<file path="config.mk">
export PLATFORM = sky130hd
export DESIGN_NAME = pc_uart_regs
export DESIGN_NICKNAME = d
export VERILOG_FILES = /design/src/rtl/pcu_pkg.sv /design/src/rtl/pcu_rx_fifo.sv /design/src/rtl/pcu_irq_prio.sv /design/src/rtl/pcu_modem_loop.sv /design/src/rtl/pc_uart_regs.sv
export SDC_FILE = /design/constraint.sdc
export NUM_CORES = 2
export LEC_CHECK = 0
export ABC_AREA = 1
export BUFFER_PORTS_ARGS = -buffer_cell sky130_fd_sc_hd__buf_2
export CAP_MARGIN = 10
export CELL_PAD_IN_SITES_DETAIL_PLACEMENT = 0
export CELL_PAD_IN_SITES_GLOBAL_PLACEMENT = 1
export CORE_UTILIZATION = 47
export CTS_BUF_LIST = sky130_fd_sc_hd__clkbuf_16
export DETAILED_ROUTE_END_ITERATION = 6
export PLACE_DENSITY_LB_ADDON = 0.1
export SLEW_MARGIN = 20
export SYNTH_ARGS = -nofsm -noshare
export SYNTH_HDL_FRONTEND = slang
export SYNTH_HIERARCHICAL = 1
export SYNTH_SLANG_ARGS = --single-unit
</file>
<file path="constraint.sdc">
create_clock -name clk -period 16.4 [get_ports clk]
set_clock_uncertainty 0.15 [all_clocks]
set_input_delay 3.28 -clock clk [delete_from_list [all_inputs] [get_ports clk]]
set_output_delay 3.28 -clock clk [all_outputs]
set_load 0.02 [all_outputs]
</file>
<file path="src/rtl/pcu_pkg.sv">
// Shared constants for the serial port register front end: register
// offsets, bit positions, interrupt source indices and their codes.
package pcu_pkg;

    localparam int DATA_W = 8;
    localparam int ADDR_W = 3;

    // Register offsets
    localparam logic [ADDR_W-1:0] OFS_DATA = 3'd0;
    localparam logic [ADDR_W-1:0] OFS_IEN  = 3'd1;
    localparam logic [ADDR_W-1:0] OFS_IDF  = 3'd2;
    localparam logic [ADDR_W-1:0] OFS_LCTL = 3'd3;
    localparam logic [ADDR_W-1:0] OFS_MCTL = 3'd4;
    localparam logic [ADDR_W-1:0] OFS_LSTS = 3'd5;
    localparam logic [ADDR_W-1:0] OFS_MSTS = 3'd6;
    localparam logic [ADDR_W-1:0] OFS_SCR  = 3'd7;

    // Bit positions
    localparam int LC_DIVSEL  = 7;
    localparam int MC_OUT2    = 3;
    localparam int MC_LOOP    = 4;
    localparam int LS_DREADY  = 0;
    localparam int LS_HEMPTY  = 5;
    localparam int LS_TEMPTY  = 6;

    // Interrupt sources, index 0 has highest priority
    localparam int NSRC   = 4;
    localparam int SRC_LS = 0;
    localparam int SRC_RX = 1;
    localparam int SRC_TX = 2;
    localparam int SRC_MS = 3;

    localparam logic [3:0] CODE_NONE = 4'h1;

    // Identification code for a given source index
    function automatic logic [3:0] src_code(input int idx);
        case (idx)
            SRC_LS:  src_code = 4'h6;
            SRC_RX:  src_code = 4'h4;
            SRC_TX:  src_code = 4'h2;
            default: src_code = 4'h0;
        endcase
    endfunction

endpackage

</file>
<file path="src/rtl/pcu_rx_fifo.sv">
// Receive byte queue for the serial port front end.
// Assumes DEPTH is a power of two so that the pointers wrap naturally.
// There is no overflow guard: a push into a full queue wraps the write
// pointer onto the read pointer.
module pcu_rx_fifo #(
    parameter int DEPTH = 256,
    parameter int WIDTH = 8
) (
    input  logic             clk,
    input  logic             rst_n,
    input  logic             push,
    input  logic [WIDTH-1:0] push_data,
    input  logic             pop,
    output logic [WIDTH-1:0] head,
    output logic             empty,
    output logic             last_one
);
    localparam int PW = $clog2(DEPTH);

    logic [WIDTH-1:0] mem [DEPTH];
    logic [PW-1:0]    wr_ptr;
    logic [PW-1:0]    rd_ptr;

    // Store the pushed byte at the write pointer
    always_ff @(posedge clk) begin
        if (push) mem[wr_ptr] <= push_data;
    end

    // Advance both pointers, modulo DEPTH
    always_ff @(posedge clk) begin
        if (!rst_n) begin
            wr_ptr <= '0;
            rd_ptr <= '0;
        end else begin
            if (push) wr_ptr <= wr_ptr + 1'b1;
            if (pop && !empty) rd_ptr <= rd_ptr + 1'b1;
        end
    end

    // Occupancy flags and the oldest entry
    always_comb begin
        empty    = (rd_ptr == wr_ptr);
        last_one = ((rd_ptr + 1'b1) == wr_ptr);
        head     = mem[rd_ptr];
    end

endmodule

</file>
<file path="src/rtl/pcu_irq_prio.sv">
// Fixed-priority interrupt arbiter: picks the highest-priority enabled
// pending source, returns its identification code and drives the level
// request gated by the output-2 control bit.
// Assumes source index 0 is the highest priority.
module pcu_irq_prio
    import pcu_pkg::*;
#(
    parameter int N = NSRC
) (
    input  logic [N-1:0] pend,
    input  logic [N-1:0] en,
    input  logic         out2,
    output logic [3:0]   iid,
    output logic         irq
);
    // Scan from lowest to highest priority so the highest wins
    always_comb begin
        iid = CODE_NONE;
        for (int i = N - 1; i >= 0; i--) begin
            if (pend[i] && en[i]) iid = src_code(i);
        end
    end

    // Level request only when output 2 is set
    always_comb irq = (|(pend & en)) && out2;

endmodule

</file>
<file path="src/rtl/pcu_modem_loop.sv">
// Loopback modem status builder: maps modem control outputs onto the
// status inputs and merges change flags with the ones still unread.
// Purely combinational; the caller decides when to load the result.
module pcu_modem_loop (
    input  logic [7:0] msr_old,
    input  logic [4:0] mcr_new,
    output logic [7:0] msr_new
);
    logic cts, dsr, ri, dcd;

    // Build status lines and delta flags
    always_comb begin
        cts = mcr_new[1];
        dsr = mcr_new[0];
        ri  = mcr_new[2];
        dcd = mcr_new[3];
        msr_new      = {dcd, ri, dsr, cts, msr_old[3:0]};
        if (msr_old[4] != cts) msr_new[0] = 1'b1;
        if (msr_old[5] != dsr) msr_new[1] = 1'b1;
        if (msr_old[6] && !ri) msr_new[2] = 1'b1;
        if (msr_old[7] != dcd) msr_new[3] = 1'b1;
    end

endmodule

</file>
<file path="src/rtl/pc_uart_regs.sv">
// Register front end of a PC-style serial port controller.
// Holds the host-visible registers, the receive queue and the interrupt
// logic. Read side effects take place at the clock edge of the read
// strobe cycle; rdata is combinational from the current state.
// Assumes wr_en and rd_en are never high in the same cycle.
module pc_uart_regs
    import pcu_pkg::*;
#(
    parameter int RX_DEPTH = 256
) (
    input  logic              clk,
    input  logic              rst_n,
    input  logic [ADDR_W-1:0] addr,
    input  logic              wr_en,
    input  logic              rd_en,
    input  logic [DATA_W-1:0] wdata,
    output logic [DATA_W-1:0] rdata,
    input  logic              rx_valid,
    input  logic [DATA_W-1:0] rx_byte,
    output logic              tx_valid,
    output logic [DATA_W-1:0] tx_byte,
    output logic              irq
);
    localparam logic [7:0] LSR_RST = 8'h60;

    logic [7:0]      div_lo_q, div_hi_q, lcr_q, lsr_q, msr_q, scr_q, hold_q;
    logic [3:0]      ier_q;
    logic [4:0]      mcr_q;
    logic            fen_q;
    logic [NSRC-1:0] pend_q, pend_d, src_en;
    logic [7:0]      lsr_d, msr_d, msr_lb;
    logic [3:0]      iid;
    logic            divsel, loop_on;
    logic            wr_thr, rd_rbr, rd_iid, rd_lsr, rd_msr, wr_lsr, wr_msr, wr_mcr;
    logic            push, pop, q_empty, q_last;
    logic [7:0]      push_byte, q_head;

    // Access decode
    always_comb begin
        divsel  = lcr_q[LC_DIVSEL];
        loop_on = mcr_q[MC_LOOP];
        wr_thr  = wr_en && (addr == OFS_DATA) && !divsel;
        rd_rbr  = rd_en && (addr == OFS_DATA) && !divsel;
        rd_iid  = rd_en && (addr == OFS_IDF);
        rd_lsr  = rd_en && (addr == OFS_LSTS);
        rd_msr  = rd_en && (addr == OFS_MSTS);
        wr_lsr  = wr_en && (addr == OFS_LSTS);
        wr_msr  = wr_en && (addr == OFS_MSTS);
        wr_mcr  = wr_en && (addr == OFS_MCTL);
    end

    // Queue input selection: echo in loopback, line input otherwise
    always_comb begin
        push      = loop_on ? wr_thr : rx_valid;
        push_byte = loop_on ? wdata  : rx_byte;
        pop       = rd_rbr && !q_empty;
    end

    pcu_rx_fifo #(.DEPTH(RX_DEPTH), .WIDTH(DATA_W)) u_rxq (
        .clk(clk), .rst_n(rst_n),
        .push(push), .push_data(push_byte),
        .pop(pop), .head(q_head),
        .empty(q_empty), .last_one(q_last)
    );

    // Map enable bits onto priority-ordered source slots
    always_comb begin
        src_en         = '0;
        src_en[SRC_LS] = ier_q[2];
        src_en[SRC_RX] = ier_q[0];
        src_en[SRC_TX] = ier_q[1];
        src_en[SRC_MS] = ier_q[3];
    end

    pcu_irq_prio #(.N(NSRC)) u_prio (
        .pend(pend_q), .en(src_en), .out2(mcr_q[MC_OUT2]),
        .iid(iid), .irq(irq)
    );

    pcu_modem_loop u_mloop (
        .msr_old(msr_q), .mcr_new(wdata[4:0]), .msr_new(msr_lb)
    );

    // Next state of line status, modem status and pending causes
    always_comb begin
        lsr_d  = lsr_q;
        msr_d  = msr_q;
        pend_d = pend_q;
        if (wr_lsr) begin
            lsr_d = wdata;
            if (wdata[LS_DREADY]) pend_d[SRC_RX] = 1'b1;
            if (|wdata[4:1])      pend_d[SRC_LS] = 1'b1;
        end
        if (wr_thr) begin
            lsr_d[LS_HEMPTY] = 1'b1;
            pend_d[SRC_TX]   = 1'b1;
        end
        if (rd_lsr) begin
            lsr_d[LS_TEMPTY] = lsr_q[LS_TEMPTY] | lsr_q[LS_HEMPTY];
            lsr_d[LS_HEMPTY] = 1'b1;
            pend_d[SRC_LS]   = 1'b0;
        end
        if (rd_iid && (iid == src_code(SRC_TX))) pend_d[SRC_TX] = 1'b0;
        if (rd_rbr) begin
            lsr_d[LS_DREADY] = !q_empty && !q_last;
            pend_d[SRC_RX]   = !q_empty && !q_last;
        end
        if (push) begin
            if (!lsr_q[LS_DREADY] || rd_rbr) pend_d[SRC_RX] = 1'b1;
            lsr_d[LS_DREADY] = 1'b1;
        end
        if (wr_msr) begin
            msr_d = wdata;
            if (|wdata[3:0]) pend_d[SRC_MS] = 1'b1;
        end
        if (wr_mcr && wdata[MC_LOOP]) begin
            msr_d = msr_lb;
            if (|msr_lb[3:0]) pend_d[SRC_MS] = 1'b1;
        end
        if (rd_msr) begin
            msr_d[3:0]     = 4'h0;
            pend_d[SRC_MS] = 1'b0;
        end
    end

    // Status and pending registers
    always_ff @(posedge clk) begin
        if (!rst_n) begin
            lsr_q  <= LSR_RST;
            msr_q  <= '0;
            pend_q <= '0;
        end else begin
            lsr_q  <= lsr_d;
            msr_q  <= msr_d;
            pend_q <= pend_d;
        end
    end

    // Host-written control registers
    always_ff @(posedge clk) begin
        if (!rst_n) begin
            div_lo_q <= '0;
            div_hi_q <= '0;
            ier_q    <= '0;
            lcr_q    <= '0;
            mcr_q    <= '0;
            scr_q    <= '0;
            fen_q    <= 1'b0;
        end else if (wr_en) begin
            case (addr)
                OFS_DATA: if (divsel) div_lo_q <= wdata;
                OFS_IEN:  if (divsel) div_hi_q <= wdata; else ier_q <= wdata[3:0];
                OFS_IDF:  fen_q <= wdata[0];
                OFS_LCTL: lcr_q <= wdata;
                OFS_MCTL: mcr_q <= wdata[4:0];
                OFS_SCR:  scr_q <= wdata;
                default:  ;
            endcase
        end
    end

    // Last popped byte, returned when the queue is empty
    always_ff @(posedge clk) begin
        if (!rst_n)   hold_q <= '0;
        else if (pop) hold_q <= q_head;
    end

    // Transmit strobe one cycle after a data write
    always_ff @(posedge clk) begin
        if (!rst_n) begin
            tx_valid <= 1'b0;
            tx_byte  <= '0;
        end else begin
            tx_valid <= wr_thr;
            if (wr_thr) tx_byte <= wdata;
        end
    end

    // Read data multiplexer
    always_comb begin
        case (addr)
            OFS_DATA: rdata = divsel ? div_lo_q : (q_empty ? hold_q : q_head);
            OFS_IEN:  rdata = divsel ? div_hi_q : {4'h0, ier_q};
            OFS_IDF:  rdata = {fen_q, fen_q, 2'b00, iid};
            OFS_LCTL: rdata = lcr_q;
            OFS_MCTL: rdata = {3'b000, mcr_q};
            OFS_LSTS: rdata = lsr_q;
            OFS_MSTS: rdata = msr_q;
            default:  rdata = scr_q;
        endcase
    end

endmodule

</file>
# After elaboration in Yosys (flattened, before gate mapping)
# Memory sizes are Yosys's and may differ from the RTL's. A register that Yosys moved wholly into a read port is not among the register bits.
# Cells that the tools add are included.
[totals] reg_bits=95 latch_bits=0 mem_bits_rw=2048 rom_bits=0 inputBits=24 wordCells=124 mem_count=1
[op_classes] addsub=2 mul=0 n_div=0 order_cmp=0 eq_ne=13 shift=0 n_mux=35 n_bitwise=4 n_reduce_logical=47
[memory_table] memory="u_rxq.mem" depth=256 width=8 read_ports=1 rd_clocked_by_memory_dff=1 write_ports=1 line="pcu_rx_fifo.sv:20" text="logic [WIDTH-1:0] mem [DEPTH];"
[ops] operator="2-to-1 mux 8 bit" count=8
[ops] operator="case mux 8 bit (7 select lines)" count=1
[ops] operator="logical AND 1 bit" count=21
[ops] operator="2-to-1 mux 1 bit" count=20
[ops] operator="adder 8 x 1 -> 8 bit (second input constant)" count=2
[ops] operator="equality test 8 bit" count=2
[ops] operator="OR reduction 4 bit" count=4
[ops] operator="equality test 3 bit (second input constant)" count=4
[ops] operator="AND reduction 2 bit" count=5
[ops] operator="AND reduction 3 bit" count=3
[ops] operator="2-to-1 mux 7 bit" count=1
[ops] operator="equality test 3 x 2 -> 1 bit (second input constant)" count=2
[ops] operator="2-to-1 mux 2 bit" count=3
[ops] operator="2-to-1 mux 3 bit" count=2
[ops] operator="OR reduction 2 bit" count=3
[ops] operator="zero test 1 bit" count=5
[ops] operator="AND 4 bit" count=1
[ops] operator="equality test 4 x 2 -> 1 bit (second input constant)" count=1
[ops] operator="nonzero test 2 bit" count=2
[ops] operator="equality test 3 x 1 -> 1 bit (second input constant)" count=1
[ops] operator="zero test 3 bit" count=1
[ops] operator="inequality test 1 bit" count=3
[ops] operator="nonzero test 3 bit" count=1
[ops] operator="OR reduction 3 bit" count=1
[ops] operator="other kinds (3)" count=4

# Longest topological paths before layout
[logic_depth] depth_word=8 depth_mapped=20 depth_no_buf=16

# Modules after synthesis
# Netlist, hierarchy kept.
[by_module_without_submodules] mod="pcu_rx_fifo" instances=1 cells_each=7117 area_per_inst_um2=84298.3 seq_area_each_um2=61979.4
[by_module_without_submodules] mod="pc_uart_regs" instances=1 cells_each=550 area_per_inst_um2=3832.4 seq_area_each_um2=1581.5
[by_module_without_submodules] mod="pcu_modem_loop" instances=1 cells_each=24 area_per_inst_um2=112.6 seq_area_each_um2=0.0
[by_module_without_submodules] mod="pcu_irq_prio" instances=1 cells_each=13 area_per_inst_um2=83.8 seq_area_each_um2=0.0

# Least setup slack after synthesis
# Ideal clock, no wire load.
[synth_path] kind="input port to flip-flop" from="input wdata[3]" to="memory u_rxq.mem[0][3], data pin" setup_time_ns=2.188 t_arrival_ns=13.296 required_time_ns=14.062 setup_slack_ns=0.766 path_stages=2 path_buffers=0 path_cell_list="inv_1 o21ai_0"
[synth_between] elab_chain_cells=1
[synth_lines] item="start, declared" line="pc_uart_regs.sv:16" text="input logic [DATA_W-1:0] wdata,"
[synth_lines] item="2-to-1 mux 8 bit" line="pc_uart_regs.sv:55" text="push_byte = loop_on ? wdata : rx_byte;"
[synth_lines] item="named net push_byte[3]" line="pc_uart_regs.sv:36" text="logic [7:0] push_byte, q_head;"
[synth_lines] item="end, declared" line="pcu_rx_fifo.sv:20"
# The timed path passes the listed nets, and every way through them passes these cells.

==> results.sh <==
export IMPL_rsz0062_at_grt="no"
export IMPL_synth_top_family_by_area="simple AND/OR/NAND/NOR gates"
export IMPL_grt_first_pass_wirelength_um=380000
export IMPL_worstSetupPathType="flip-flop to output port"
export IMPL_place_congestion=0.851
export IMPL_finalNonFillerCells=10206
export IMPL_syn_inst=7704
export IMPL_cpMostUsedCell="nand3_1"
export IMPL_post_route_period_util_pct=65.1
export IMPL_drive_above_1_share_pct=6.28
export IMPL_cts_made_buffers=220
export IMPL_clk_pin_slew_ns=0.06
export IMPL_outcome="finished clean"
export IMPL_path_buf_inv=5
export IMPL_first_pass_iters=6
export IMPL_synth_area_per_cell_um2=11.5
export IMPL_max_cap_viol_count=0
export IMPL_min_path_type="flip-flop to flip-flop"
export IMPL_yosysWarnings=6
export IMPL_drtIter0Drc=5981
export IMPL_cp_start_kind="flip-flop"
export IMPL_slew_viol_final=0
export IMPL_rr_worst_depth=16
export IMPL_async_flop_share_pct=0
export IMPL_synth_compound_area_share_pct=1.11
export IMPL_yosys_area_share_simple_pct=23.2
export IMPL_rows=158
export IMPL_r2r_end="hold_q[3]$_SDFFE_PN0P_"
export IMPL_grt_overflow=0
export IMPL_power_density_nw_per_um2=115
export IMPL_cp_end_kind="output port"
export IMPL_totalNegativeSetupSlack_ns=0
export IMPL_setup_viol=0
export IMPL_synth_seq_cells=2151
export IMPL_ios=42
export IMPL_nets=7577
export IMPL_core_area_um2=186000
export IMPL_synth_nets=7733
export IMPL_ys_flop_type="edfxtp_1"
export IMPL_areaGrowthSynthToFinish_pct=9.46
export IMPL_cts_tree="yes"
export IMPL_fin_area_um2=96700
export IMPL_synth_edff_count=2048
export IMPL_slew_headroom_pct=22.1
export IMPL_dpl_cell_area_um2=90000
export IMPL_yosysMostFrequentCell="nand2_1"
export IMPL_fin_hold_ws_ns=0.300
export IMPL_cts_repair_resized=0
export IMPL_crit_slowest_cell="dfxtp_4"
export IMPL_syn_area_um2=88300
export IMPL_final_hold_viol_count=0
export IMPL_critPathArrivalTime_ns=7.25
export IMPL_grt_pass1_vias=54762
export IMPL_yosys_area_top_type="edfxtp_1"
export IMPL_worstHoldPathCells=2
export IMPL_cp_max_fo=169
export IMPL_wl_per_cell_um=25.3
export IMPL_min_period_ns=10.68
export IMPL_place_port_buffers=41
export IMPL_vias=58559
export IMPL_dpl_hpwl_um=145000
export IMPL_yosys_mux_area_fraction_pct=0
export IMPL_cpLargestDelayFamily="buffers and inverters"
export IMPL_cp_slowest_stage_delay_ns=0.82
export IMPL_grtUsageTotal_pct=26.9
export IMPL_r2r_slack_ns=10.23
export IMPL_yosysSeqAreaShare_pct=72.0
export IMPL_worstMarginPinSlew_ns=1.16
export IMPL_h_tree_depth=4
export IMPL_yosys_top_cells_area="edfxtp_1 (70%), nand3_1 (12%), nand2_1 (9.6%), dfxtp_1 (2.3%), buf_2 (1.6%)"
export IMPL_remaining_drc_errors=0
export IMPL_ys_top_cells_by_count="nand2_1 (2259), nand3_1 (2057), edfxtp_1 (2048)"
export IMPL_place_inst=9805
export IMPL_p_leak_uw=0.0335
export IMPL_cts_sinks=2151
export IMPL_fmax_ghz=0.0936
export IMPL_utilization_pct=52.0
export IMPL_cts_buffer_depth=3
export IMPL_floorplan_initialDensity_pct=47.5
export IMPL_ant_nets=0
export IMPL_fp_dieW_um=436
export IMPL_yosys_area_share_adder_pct=0.0708
export IMPL_routed_wl_um=258000
export IMPL_hp_start="lsr_q[4]$_SDFFE_PN0N_"
export IMPL_fp_dieH_um=436
export IMPL_holdBufCountCts=0
export IMPL_synth_top_area_share_pct=69.6
export IMPL_largest_reg_flops=2048
export IMPL_clock_latency_ns=0.85
export IMPL_path_cells="buf_12 > buf_4 > buf_4 > buf_4 > nand2_1 > nand3_1 > nand3_1 > nand3_1 > nand3_1 > nand3_1 > nand3_1 > nand2_1 > nand2_1 > nand2_1 > or2_2 > o21ai_0 > a21oi_1 > nor2_1 > nand3_1 > buf_2"
export IMPL_antenna_found_initial=3
export IMPL_synth_xor_area_share_pct=0.149
export IMPL_viasPerCell=5.74
export IMPL_die_area_um2=190000
export IMPL_clock_root_buffer="clkbuf_16"
export IMPL_worstPathRequired_ns=12.97
export IMPL_irDropWorstVdd_mv=0.0922
export IMPL_holdPathEnd="lsr_q[4]$_SDFFE_PN0N_"
export IMPL_final_fill_count=16135
export IMPL_ys_types=42
export IMPL_grt_max_degree=193
export IMPL_post_cts_repair_setup_buffers=0
export IMPL_top_register="u_rxq/mem"
==> how the worst max path moves through the flow <==
stage / startpoint / end / slack, ns / depth (start not counted)
3_3_place_gp: flip-flop / rdata[2] / 6.73 / 20
4_1_cts: flip-flop / rdata[2] / 5.74 / 20
6_report: flip-flop / rdata[2] / 5.72 / 20
2_1_floorplan: wdata[3] / u_rxq/mem[0][3]$_DFFE_PP_ / 0.77 / 2
3_5_place_dp: flip-flop / rdata[2] / 6.72 / 20
5_1_grt: flip-flop / rdata[2] / 5.40 / 20
==> kinds of logic after synthesis <==
| family | count (synthesis) |
|---|---|
| DFF | 2151 |
| other | 1 |
| and+or+nand+nor | 4708 |
| AOI/OAI and AO/OA | 189 |
| xor gates and xnor gates | 15 |
| buffers and inverters | 635 |
| adders and majority gates | 5 |
==> layout by cell type (no fill, tap or decap), types with 51 or more instances in the layout <==
cell,n
nand2_1,2242
o21ai_0,73
buf_4,85
a21oi_1,79
clkbuf_16,225
edfxtp_1,2048
nand3_1,2057
clkinv_1,51
inv_1,175
dfxtp_1,98
nor2_1,347
==> power breakdown <==
group          total, uW  switching, uW  internal (uW)
logic                383            313           69.7
registers           6050           7.77           6040
clock network       4700           2070           2630
total              11100           2390           8740
==> per-layer routing <==
| layer | vias up | global-route usage [%] | part of all wire [%] |
|---|---|---|---|
| met5 | - | 0 | 0 |
| met4 | 0 | 7.84 | 2.6 |
| met3 | 340 | 3.60 | 6.7 |
| met2 | 2064 | 41.6 | 46 |
| met1 | 29308 | 39.6 | 45 |
| li1 | 26847 | - | - |
==> metrics by stage <==
step                power, uW  setup slack [ns]
CTS                     11200              5.74
global route            11400              5.40
floorplan                6430             0.766
finish                  11100              5.72
detailed placement       6550              6.72
global placement         6550              6.73
==> area by class of cell <==
class | instances | area [um2] | area share, %
sequential | 2151 | 63600 | 65.8
multi-input combinational | 4918 | 21800 | 22.5
clock buffer | 225 | 5630 | 5.82
tap | 2480 | 3100 | 3.21
timing repair buffer | 137 | 1070 | 1.11
clock inverter | 173 | 1060 | 1.09
inverter | 120 | 484 | 0.501
antenna | 2 | 5.00 | 0.00518
==> worst register-to-register path, cell delays in order (launching register included) <==
cell and delay, ns:
dfxtp_4 0.82, buf_12 0.67, buf_4 0.90, buf_4 0.73, buf_4 0.79, nand2_1 0.16
nand3_1 0.12, nand3_1 0.08, nand3_1 0.17, nand3_1 0.17, nand3_1 0.14, nand3_1 0.32
nand2_1 0.27, nand2_1 0.09, nand2_1 0.26, nand2_1 0.10, a21oi_1 0.15
(Power assumes the default switching activity.)
